<file path="config.mk">
export PLATFORM = sky130hd
export DESIGN_NAME = xbr_order_arb
export DESIGN_NICKNAME = d
export VERILOG_FILES = /design/src/rtl/xbr_order_pkg.sv /design/src/rtl/xbr_fifo.sv /design/src/rtl/xbr_dl_queue.sv /design/src/rtl/xbr_pick.sv /design/src/rtl/xbr_order_arb.sv
export SDC_FILE = /design/constraint.sdc
export NUM_CORES = 2
export LEC_CHECK = 0
export CORE_MARGIN = 10
export CORE_UTILIZATION = 40
export DETAILED_ROUTE_END_ITERATION = 10
export REMOVE_ABC_BUFFERS = 1
export SLEW_MARGIN = 15
export SYNTH_ARGS = -nofsm -noshare
export SYNTH_HDL_FRONTEND = slang
export SYNTH_SLANG_ARGS = --single-unit
</file>
<file path="constraint.sdc">
create_clock -name clk -period 5.15 [get_ports clk]
set_input_delay 1.2875 -clock clk [delete_from_list [all_inputs] [get_ports clk]]
set_output_delay 1.2875 -clock clk [all_outputs]
set_load 0.02 [all_outputs]
</file>
<file path="src/rtl/xbr_order_pkg.sv">
package xbr_order_pkg;

    typedef enum logic [1:0] {
        K_RREQ = 2'd0,
        K_WREQ = 2'd1,
        K_RCPL = 2'd2,
        K_WCPL = 2'd3
    } xbr_kind_e;

    typedef enum logic [1:0] {
        S_IDLE  = 2'd0,
        S_OFFER = 2'd1,
        S_WAIT  = 2'd2
    } xbr_state_e;

    localparam logic Q_PW = 1'b0;
    localparam logic Q_DL = 1'b1;

endpackage

</file>
<file path="src/rtl/xbr_fifo.sv">
module xbr_fifo #(
    parameter int W     = 40,
    parameter int DEPTH = 8,
    localparam int PW   = $clog2(DEPTH),
    localparam int CW   = $clog2(DEPTH + 1)
) (
    input  logic          clk,
    input  logic          rst_n,
    input  logic          push,
    input  logic [W-1:0]  din,
    input  logic          pop,
    output logic [W-1:0]  head,
    output logic          full,
    output logic          empty,
    output logic [CW-1:0] count
);

    typedef struct packed {
        logic [DEPTH-1:0][W-1:0] mem;
        logic [PW-1:0]           wp;
        logic [PW-1:0]           rp;
        logic [CW-1:0]           cnt;
    } fifo_t;

    fifo_t q, d;
    logic  push_ok, pop_ok;

    assign full  = (q.cnt == CW'(DEPTH));
    assign empty = (q.cnt == '0);
    assign count = q.cnt;
    assign head  = q.mem[q.rp];

    always_comb begin
        d       = q;
        push_ok = push && !full;
        pop_ok  = pop && !empty;
        if (push_ok) begin
            d.mem[q.wp] = din;
            d.wp        = q.wp + 1'b1;
        end
        if (pop_ok) begin
            d.rp = q.rp + 1'b1;
        end
        d.cnt = q.cnt + CW'(push_ok) - CW'(pop_ok);
    end

    always_ff @(posedge clk) begin
        if (!rst_n) q <= '0;
        else        q <= d;
    end

endmodule

</file>
<file path="src/rtl/xbr_dl_queue.sv">
module xbr_dl_queue #(
    parameter int AW    = 32,
    parameter int TW    = 8,
    parameter int DEPTH = 8,
    localparam int PW   = $clog2(DEPTH),
    localparam int CW   = $clog2(DEPTH + 1)
) (
    input  logic          clk,
    input  logic          rst_n,
    input  logic          push,
    input  logic [AW-1:0] push_addr,
    input  logic [TW-1:0] push_tag,
    input  logic [1:0]    push_kind,
    input  logic [CW-1:0] push_ahead,
    input  logic          pop,
    input  logic          retire,
    output logic [AW-1:0] head_addr,
    output logic [TW-1:0] head_tag,
    output logic [1:0]    head_kind,
    output logic [CW-1:0] head_ahead,
    output logic          full,
    output logic          empty
);

    typedef struct packed {
        logic [AW-1:0] addr;
        logic [TW-1:0] tag;
        logic [1:0]    kind;
        logic [CW-1:0] ahead;
    } ent_t;

    typedef struct packed {
        ent_t [DEPTH-1:0] mem;
        logic [PW-1:0]    wp;
        logic [PW-1:0]    rp;
        logic [CW-1:0]    cnt;
    } dlq_t;

    dlq_t q, d;
    logic push_ok, pop_ok;

    assign full       = (q.cnt == CW'(DEPTH));
    assign empty      = (q.cnt == '0);
    assign head_addr  = q.mem[q.rp].addr;
    assign head_tag   = q.mem[q.rp].tag;
    assign head_kind  = q.mem[q.rp].kind;
    assign head_ahead = q.mem[q.rp].ahead;

    always_comb begin
        d       = q;
        push_ok = push && !full;
        pop_ok  = pop && !empty;
        // every retired posted write clears one older write from each entry
        for (int i = 0; i < DEPTH; i++) begin
            if (retire && (q.mem[i].ahead != '0)) begin
                d.mem[i].ahead = q.mem[i].ahead - 1'b1;
            end
        end
        if (push_ok) begin
            d.mem[q.wp].addr  = push_addr;
            d.mem[q.wp].tag   = push_tag;
            d.mem[q.wp].kind  = push_kind;
            d.mem[q.wp].ahead = push_ahead;
            d.wp              = q.wp + 1'b1;
        end
        if (pop_ok) begin
            d.rp = q.rp + 1'b1;
        end
        d.cnt = q.cnt + CW'(push_ok) - CW'(pop_ok);
    end

    always_ff @(posedge clk) begin
        if (!rst_n) q <= '0;
        else        q <= d;
    end

endmodule

</file>
<file path="src/rtl/xbr_pick.sv">
module xbr_pick #(
    parameter int DEPTH = 8,
    localparam int CW   = $clog2(DEPTH + 1)
) (
    input  logic          pw_empty,
    input  logic          dl_empty,
    input  logic [CW-1:0] dl_ahead,
    input  logic [1:0]    dl_kind,
    input  logic          prio,
    output logic          any_elig,
    output logic          pick
);
    import xbr_order_pkg::*;

    logic pw_elig, dl_elig;

    always_comb begin
        pw_elig  = !pw_empty;
        dl_elig  = !dl_empty && ((dl_ahead == '0) || (dl_kind == K_WCPL));
        any_elig = pw_elig || dl_elig;
        if (pw_elig && dl_elig) pick = prio;
        else if (dl_elig)       pick = Q_DL;
        else                    pick = Q_PW;
    end

endmodule

</file>
<file path="src/rtl/xbr_order_arb.sv">
module xbr_order_arb #(
    parameter int AW    = 32,
    parameter int TW    = 8,
    parameter int DEPTH = 8,
    localparam int CW   = $clog2(DEPTH + 1)
) (
    input  logic          clk,
    input  logic          rst_n,
    input  logic          pw_push_valid,
    output logic          pw_push_ready,
    input  logic [AW-1:0] pw_push_addr,
    input  logic [TW-1:0] pw_push_tag,
    input  logic          dl_push_valid,
    output logic          dl_push_ready,
    input  logic [AW-1:0] dl_push_addr,
    input  logic [TW-1:0] dl_push_tag,
    input  logic [1:0]    dl_push_kind,
    output logic          iss_valid,
    input  logic          iss_ready,
    output logic          iss_posted,
    output logic [AW-1:0] iss_addr,
    output logic [TW-1:0] iss_tag,
    output logic [1:0]    iss_kind,
    input  logic          rsp_done,
    input  logic          rsp_retry
);
    import xbr_order_pkg::*;

    typedef struct packed {
        xbr_state_e st;
        logic       owner;
        logic       prio;
    } arb_t;

    arb_t q, d;

    logic [AW+TW-1:0] pw_head;
    logic             pw_full, pw_empty;
    logic [CW-1:0]    pw_cnt;
    logic [AW-1:0]    dl_addr;
    logic [TW-1:0]    dl_tag;
    logic [1:0]       dl_kind;
    logic [CW-1:0]    dl_ahead;
    logic             dl_full, dl_empty;
    logic             any_elig, pick;
    logic             resp, retire, dl_pop;
    logic [CW-1:0]    push_ahead;

    assign resp       = (q.st == S_WAIT) && (rsp_done || rsp_retry);
    assign retire     = (q.st == S_WAIT) && rsp_done && (q.owner == Q_PW);
    assign dl_pop     = (q.st == S_WAIT) && rsp_done && (q.owner == Q_DL);
    // posted writes still queued after this cycle's retire are older
    assign push_ahead = pw_cnt - CW'(retire);

    xbr_fifo #(.W(AW + TW), .DEPTH(DEPTH)) u_pwq (
        .clk   (clk),
        .rst_n (rst_n),
        .push  (pw_push_valid),
        .din   ({pw_push_addr, pw_push_tag}),
        .pop   (retire),
        .head  (pw_head),
        .full  (pw_full),
        .empty (pw_empty),
        .count (pw_cnt)
    );

    xbr_dl_queue #(.AW(AW), .TW(TW), .DEPTH(DEPTH)) u_dlq (
        .clk        (clk),
        .rst_n      (rst_n),
        .push       (dl_push_valid),
        .push_addr  (dl_push_addr),
        .push_tag   (dl_push_tag),
        .push_kind  (dl_push_kind),
        .push_ahead (push_ahead),
        .pop        (dl_pop),
        .retire     (retire),
        .head_addr  (dl_addr),
        .head_tag   (dl_tag),
        .head_kind  (dl_kind),
        .head_ahead (dl_ahead),
        .full       (dl_full),
        .empty      (dl_empty)
    );

    xbr_pick #(.DEPTH(DEPTH)) u_pick (
        .pw_empty (pw_empty),
        .dl_empty (dl_empty),
        .dl_ahead (dl_ahead),
        .dl_kind  (dl_kind),
        .prio     (q.prio),
        .any_elig (any_elig),
        .pick     (pick)
    );

    always_comb begin
        d = q;
        unique case (q.st)
            S_IDLE: begin
                if (any_elig) begin
                    d.st    = S_OFFER;
                    d.owner = pick;
                end
            end
            S_OFFER: begin
                if (iss_ready) d.st = S_WAIT;
            end
            S_WAIT: begin
                if (resp) begin
                    d.st   = S_IDLE;
                    d.prio = ~q.owner;
                end
            end
            default: d.st = S_IDLE;
        endcase
    end

    always_ff @(posedge clk) begin
        if (!rst_n) q <= '{st: S_IDLE, owner: Q_PW, prio: Q_PW};
        else        q <= d;
    end

    assign pw_push_ready = !pw_full;
    assign dl_push_ready = !dl_full;
    assign iss_valid     = (q.st == S_OFFER);
    assign iss_posted    = (q.owner == Q_PW);
    assign iss_addr      = iss_posted ? pw_head[AW+TW-1:TW] : dl_addr;
    assign iss_tag       = iss_posted ? pw_head[TW-1:0] : dl_tag;
    assign iss_kind      = iss_posted ? 2'b00 : dl_kind;

endmodule

</file>
# Word-level counts from Yosys, hierarchy flattened
# Cells that the tools add are included.
[classes]
add_sub_neg = 17
order_cmp = 6
n_eq_ne = 8
muxes = 37
bitwise = 1
n_reduce_logical = 42
[ops]
columns = ["cell", "n"]
rows = [
  ["bitwise mux 368 bit", 4],
  ["demux 46 bit (select 3 bit)", 4],
  ["two-way mux 329 bit", 1],
  ["bitwise mux 320 bit", 1],
  ["binary-select mux 46 bit (select 3 bit)", 1],
  ["binary-select mux 40 bit (select 3 bit)", 1],
  ["demux 40 bit (select 3 bit)", 1],
  ["two-way mux 46 bit", 2],
  ["two-way mux 40 bit", 2],
  ["two-way mux 4 bit", 9],
  ["two-way mux 32 bit", 1],
  ["nonzero test 4 bit", 8],
  ["subtractor 4 x 1 -> 4 bit (second input constant)", 8],
  ["logical AND 1 bit", 20],
  ["less-than comparator 3 x 4 -> 1 bit (second input constant)", 4],
  ["two-way mux 14 bit", 1],
  ["adder 3 x 1 -> 3 bit (second input constant)", 4],
  ["zero test 4 bit", 3],
  ["subtractor 4 x 1 -> 4 bit", 3],
  ["adder 4 x 1 -> 4 bit", 2],
  ["equality test 4 bit (second input constant)", 2],
  ["two-way mux 8 bit", 1],
  [">= comparator 3 x 1 -> 1 bit (second input constant)", 2],
  ["two-way mux 2 bit", 3],
  ["14 further kinds", 23],
]
[totals]
regBits = 712
in_bits = 89
word_cells = 160

# Longest topological paths before layout
[logic_depth]
depth_word = 10
mapped_depth = 12
ltp_nobuf = 12

# Hierarchy
# From an unflattened synthesis, not the netlist that was laid out.
[unflattened]
hier_cells = 3445
area_unflattened_um2 = 33479.6
[modules_own_cells]
columns = ["module", "n_inst", "cells_per_inst", "area_each_um2", "seq_area_each_um2"]
rows = [
  ["xbr_dl_queue", 1, 2062, 18220.0, 7567.3],
  ["xbr_fifo", 1, 1297, 14395.1, 6606.3],
  ["xbr_order_arb", 1, 80, 820.8, 80.1],
  ["xbr_pick", 1, 6, 43.8, 0.0],
]

# Worst setup path before layout
# Ideal clock, no wire load.
[synth_timing]
path_kind = "input to register"
startpoint = "input rsp_done"
endpoint = "register u_pwq.q (netlist bit u_pwq.count[2])"
setup_time_ps = 115
arrival_ps = 3032
required_ps = 5035
path_slack_ps = 2003
cell_stages = 10
n_path_buf = 1
cell_sequence = "nand4bb_1 -> clkbuf_1 -> nor2_1 -> ha_1 -> inv_1 -> ha_1 -> inv_1 -> fa_1 -> xor2_1 -> and2_1"
[synth_via]
elab_chain_len = 4
[synth_lines]
columns = ["item", "line", "source"]
rows = [
  ["from (decl)", "xbr_order_arb.sv:24", "input logic rsp_done,"],
  ["logical AND 1 bit (2 in a row)", "xbr_order_arb.sv:50", "assign retire = (q.st == S_WAIT) && rsp_done && (q.owner == Q_PW);"],
  ["logical AND 1 bit", "xbr_fifo.sv:36", "pop_ok = pop && !empty;"],
  ["net u_pwq.pop_ok", "xbr_fifo.sv:26", "logic push_ok, pop_ok;"],
  ["subtractor 4 x 1 -> 4 bit", "xbr_fifo.sv:44", "d.cnt = q.cnt + CW'(push_ok) - CW'(pop_ok);"],
  ["to (signal assigned)", "xbr_fifo.sv:48", "if (!rst_n) q <= '0;"],
  ["to (signal assigned)", "xbr_fifo.sv:49", "else q <= d;"],
  ["to (decl)", "xbr_fifo.sv:25", "fifo_t q, d;"],
]
# The timed path passes the listed nets, and every way through them passes these cells.
# A chain may end at the register's enable or synchronous reset.

# Worst setup path in the final report
[layout_timing]
startpoint = "register u_pwq.q[4] in the netlist's numbering"
endpoint = "output iss_addr[7]"
[layout_via]
elab_chain_len = 3
[layout_lines]
columns = ["item", "line", "source"]
rows = [
  ["binary-select mux 40 bit (select 3 bit)", "xbr_fifo.sv:31", "assign head = q.mem[q.rp];"],
  ["two-way mux 40 bit (implied by the code)", "xbr_fifo.sv:31", ""],
  ["two-way mux 32 bit", "xbr_order_arb.sv:126", "assign iss_addr = iss_posted ? pw_head[AW+TW-1:TW] : dl_addr;"],
  ["to (decl)", "xbr_order_arb.sv:21", "output logic [AW-1:0] iss_addr,"],
]
# No other way between the ends. The select of a mux whose other input is x is not followed.

==> flow_summary.json <==
{
  "cap_viol_max_count": 0,
  "synth-edff-count": 0,
  "core-area_sq_um": 82370,
  "switching_share_pct": 28.89,
  "sequentialPowerShare_pct": 43.1,
  "io_pins": 135,
  "h-tree-depth": 3,
  "status": "complete, no violations",
  "synthToLayoutAreaGrowth_pct": 11.74,
  "async_reset_ff_share_pct": 0,
  "grt_pass1_wl_um": 153000,
  "vdd_drop_max_v": 0.0002392,
  "dr.pass1.iters": 5,
  "root_buffer": "clkbuf_16",
  "max_freq_mhz": 203.9,
  "drt_wl_total_um": 100000,
  "cp.arrival_ns": 3.62,
  "dieArea_sq_um": 95430,
  "final_nets": 3769,
  "synthFlopType": "dfxtp_1",
  "clkLatencyLatePin_ns": 0.62,
  "cts_tree": "done",
  "clockBufferDepth": 3,
  "vias": 25830,
  "rsz0062_at_grt": "no",
  "clkSlewWorstSetupHoldPaths_ns": 0.06,
  "hold_ws_ns": 0.4494,
  "mostFrequentLayoutCells": "nand2_1 (1366), dfxtp_1 (705), a21boi_1 (528)",
  "internal_power_mw": 9.808,
  "final-max-slew-violation-count": 0,
  "worstPathRequired_ns": 3.86,
  "clockPowerShare_pct": 38.9,
  "grt_max_degree": 142,
  "die_w_um": 308.9,
  "wl_per_cell_um": 20.96,
  "initial_utilization_pct": 40.53,
  "synth_top_cell_area_share_pct": 42.69,
  "synth_seq_area_share_pct": 42.69,
  "drc": 0,
  "gp_congestion": 0.7687,
  "yosysUniqueCellTypes": 56,
  "ant_nets": 0,
  "worstSetupStartpointType": "flip-flop",
  "dp_hpwl_um": 57910,
  "clkSinkCount": 712,
  "hold_path_class": "reg -> reg",
  "fillCellCount": 7835,
  "port_buffers": 134,
  "hold_buffers": 0,
  "grt_overflow": 0,
  "period_needed_ns": 4.904,
  "fin_util_pct": 45.29,
  "dp.cells": 4641,
  "p_total_mw": 13.79,
  "finalSetupViolCount": 0,
  "yosysTopAreaCell": "dfxtp_1",
  "ys_seq_elements": 712,
  "comb_power_share_pct": 18.1,
  "via_per_inst": 5.412,
  "synth.area.top_cells": "dfxtp_1 (43%), nand2_1 (15%), a21boi_1 (12%), mux4_2 (11%), a21boi_0 (2.5%)",
  "critPathKind": "reg -> out",
  "grt_usage_pct": 20.48,
  "worst_slew_pin_slew_ns": 1.173,
  "post_cts_buffers": 0,
  "slew_headroom_pct": 21.83,
  "final_cells": 4772,
  "drive_above_1_share_pct": 11.14,
  "worst-r2r-setup-slack_ns": 1.93,
  "powerDensity_nw_per_um2": 369.7,
  "p_leak_nw": 12.42,
  "dr.first_iter.drc_count": 1943,
  "report.final.hold_viol_count": 0,
  "antenna_found_initial": 12,
  "power.switching_mw": 3.985,
  "skew_ns": 0.01977,
  "synth_warnings": 0,
  "syn_area_per_cell_sq_um": 8.916,
  "fp-row-count": 105,
  "grt_pass1_vias": 24670,
  "cts_buffers": 78,
  "final_common_cell": "nand2_1",
  "ctsResizeCount": 0,
  "cp-end-kind": "output pin",
  "synthesis.instances": 3745,
  "die_h_um": 308.9,
  "cp_max_fo": 29,
  "synthesis.area_sq_um": 33390,
  "period_share_pct": 95.23
}
==> power groups by stage <==
| stage | clock [mW] | combinational, mW | sequential [mW] |
|---|---|---|---|
| after floorplan | 0 | 1.28 | 6.01 |
| after global placement | 0 | 2.49 | 6.06 |
| after detailed placement | 0 | 2.50 | 6.06 |
| after CTS | 5.47 | 2.52 | 5.94 |
| after global routing | 5.70 | 2.68 | 5.96 |
| final | 5.36 | 2.49 | 5.94 |
==> routing by layer <==
metal,part of all wire (%),global-route usage (%),up-vias
met5,0.12,0,-
li1,-,-,12310
met1,45,26.88,12720
met4,1.8,6.023,16
met2,48,34.42,635
met3,5.8,3.265,149
==> worst paths after layout <==
check                from      endpoint  cells after the start
max            u_pwq.q[4]   iss_addr[7]                      6
min          u_pwq.q[261]  u_pwq.q[261]                      2
max reg2reg          q[1]    u_dlq.q[2]                     10
min reg2reg  u_pwq.q[261]  u_pwq.q[261]                      2
==> cell families after synthesis <==
logic type                 after synthesis  share of synthesized area (%)
and+or+nand+nor                       1551                          18.89
AOI/OAI and AO/OA                      803                          18.06
DFF                                    712                          42.69
buffers and inverters                  416                          6.146
muxes                                  214                          12.56
adders and majority gates               29                          1.132
xor gates and xnor gates                20                         0.5246
==> worst max-delay path, stage by stage, from the launching register on <==
cell	delay [ns]
dfxtp_4	0.72
buf_12	0.32
mux4_2	0.52
nor2b_1	0.14
a211oi_1	0.48
a21oi_1	0.18
clkdlybuf4s50_1	0.61
==> layout make-up <==
cell class / count / area [sq um] / area share (%)
Clock inverter: 12 / 73.82 / 0.1979
Tap cell: 1070 / 1339 / 3.588
Multi-Input combinational cell: 2617 / 17160 / 46.01
Antenna cell: 3 / 7.507 / 0.02012
Timing Repair Buffer: 205 / 1979 / 5.306
Clock buffer: 116 / 2326 / 6.234
Inverter: 37 / 138.9 / 0.3723
Sequential cell: 712 / 14280 / 38.28
==> stage by stage <==
stage / worst slack, ns / setup TNS (ns) / instance area [sq um]
2_1_floorplan: -0.8342 / -34.95 / 31480
3_3_place_gp: 0.8478 / 0 / 34900
3_5_place_dp: 0.8221 / 0 / 34900
4_1_cts: 0.1480 / 0 / 37300
5_1_grt: 0.08489 / 0 / 37310
6_report: 0.2456 / 0 / 37310
==> flip-flops by register name, summed over array words and instances (netlist names) <==
name and cells:
u_pwq.count 4, u_dlq.q 378, u_pwq.q 326, q 4
==> synthesized netlist by cell type, drive strengths merged, types with 4 or more instances <==
cell	count
and2	11
nor2b	52
buf	169
a21oi	48
nor2	42
and3	8
nor3	17
mux4	164
o21ai	4
o211a	18
nand3	10
a21boi	660
xnor2	10
nand2b	6
or3	4
or2	8
mux2i	50
ha	27
xor2	10
clkbuf	210
a211oi	49
o21a	7
nor3b	9
dfxtp	712
or3b	6
inv	37
nand2	1366
No activity file was read; power rests on OpenSTA's default activity.
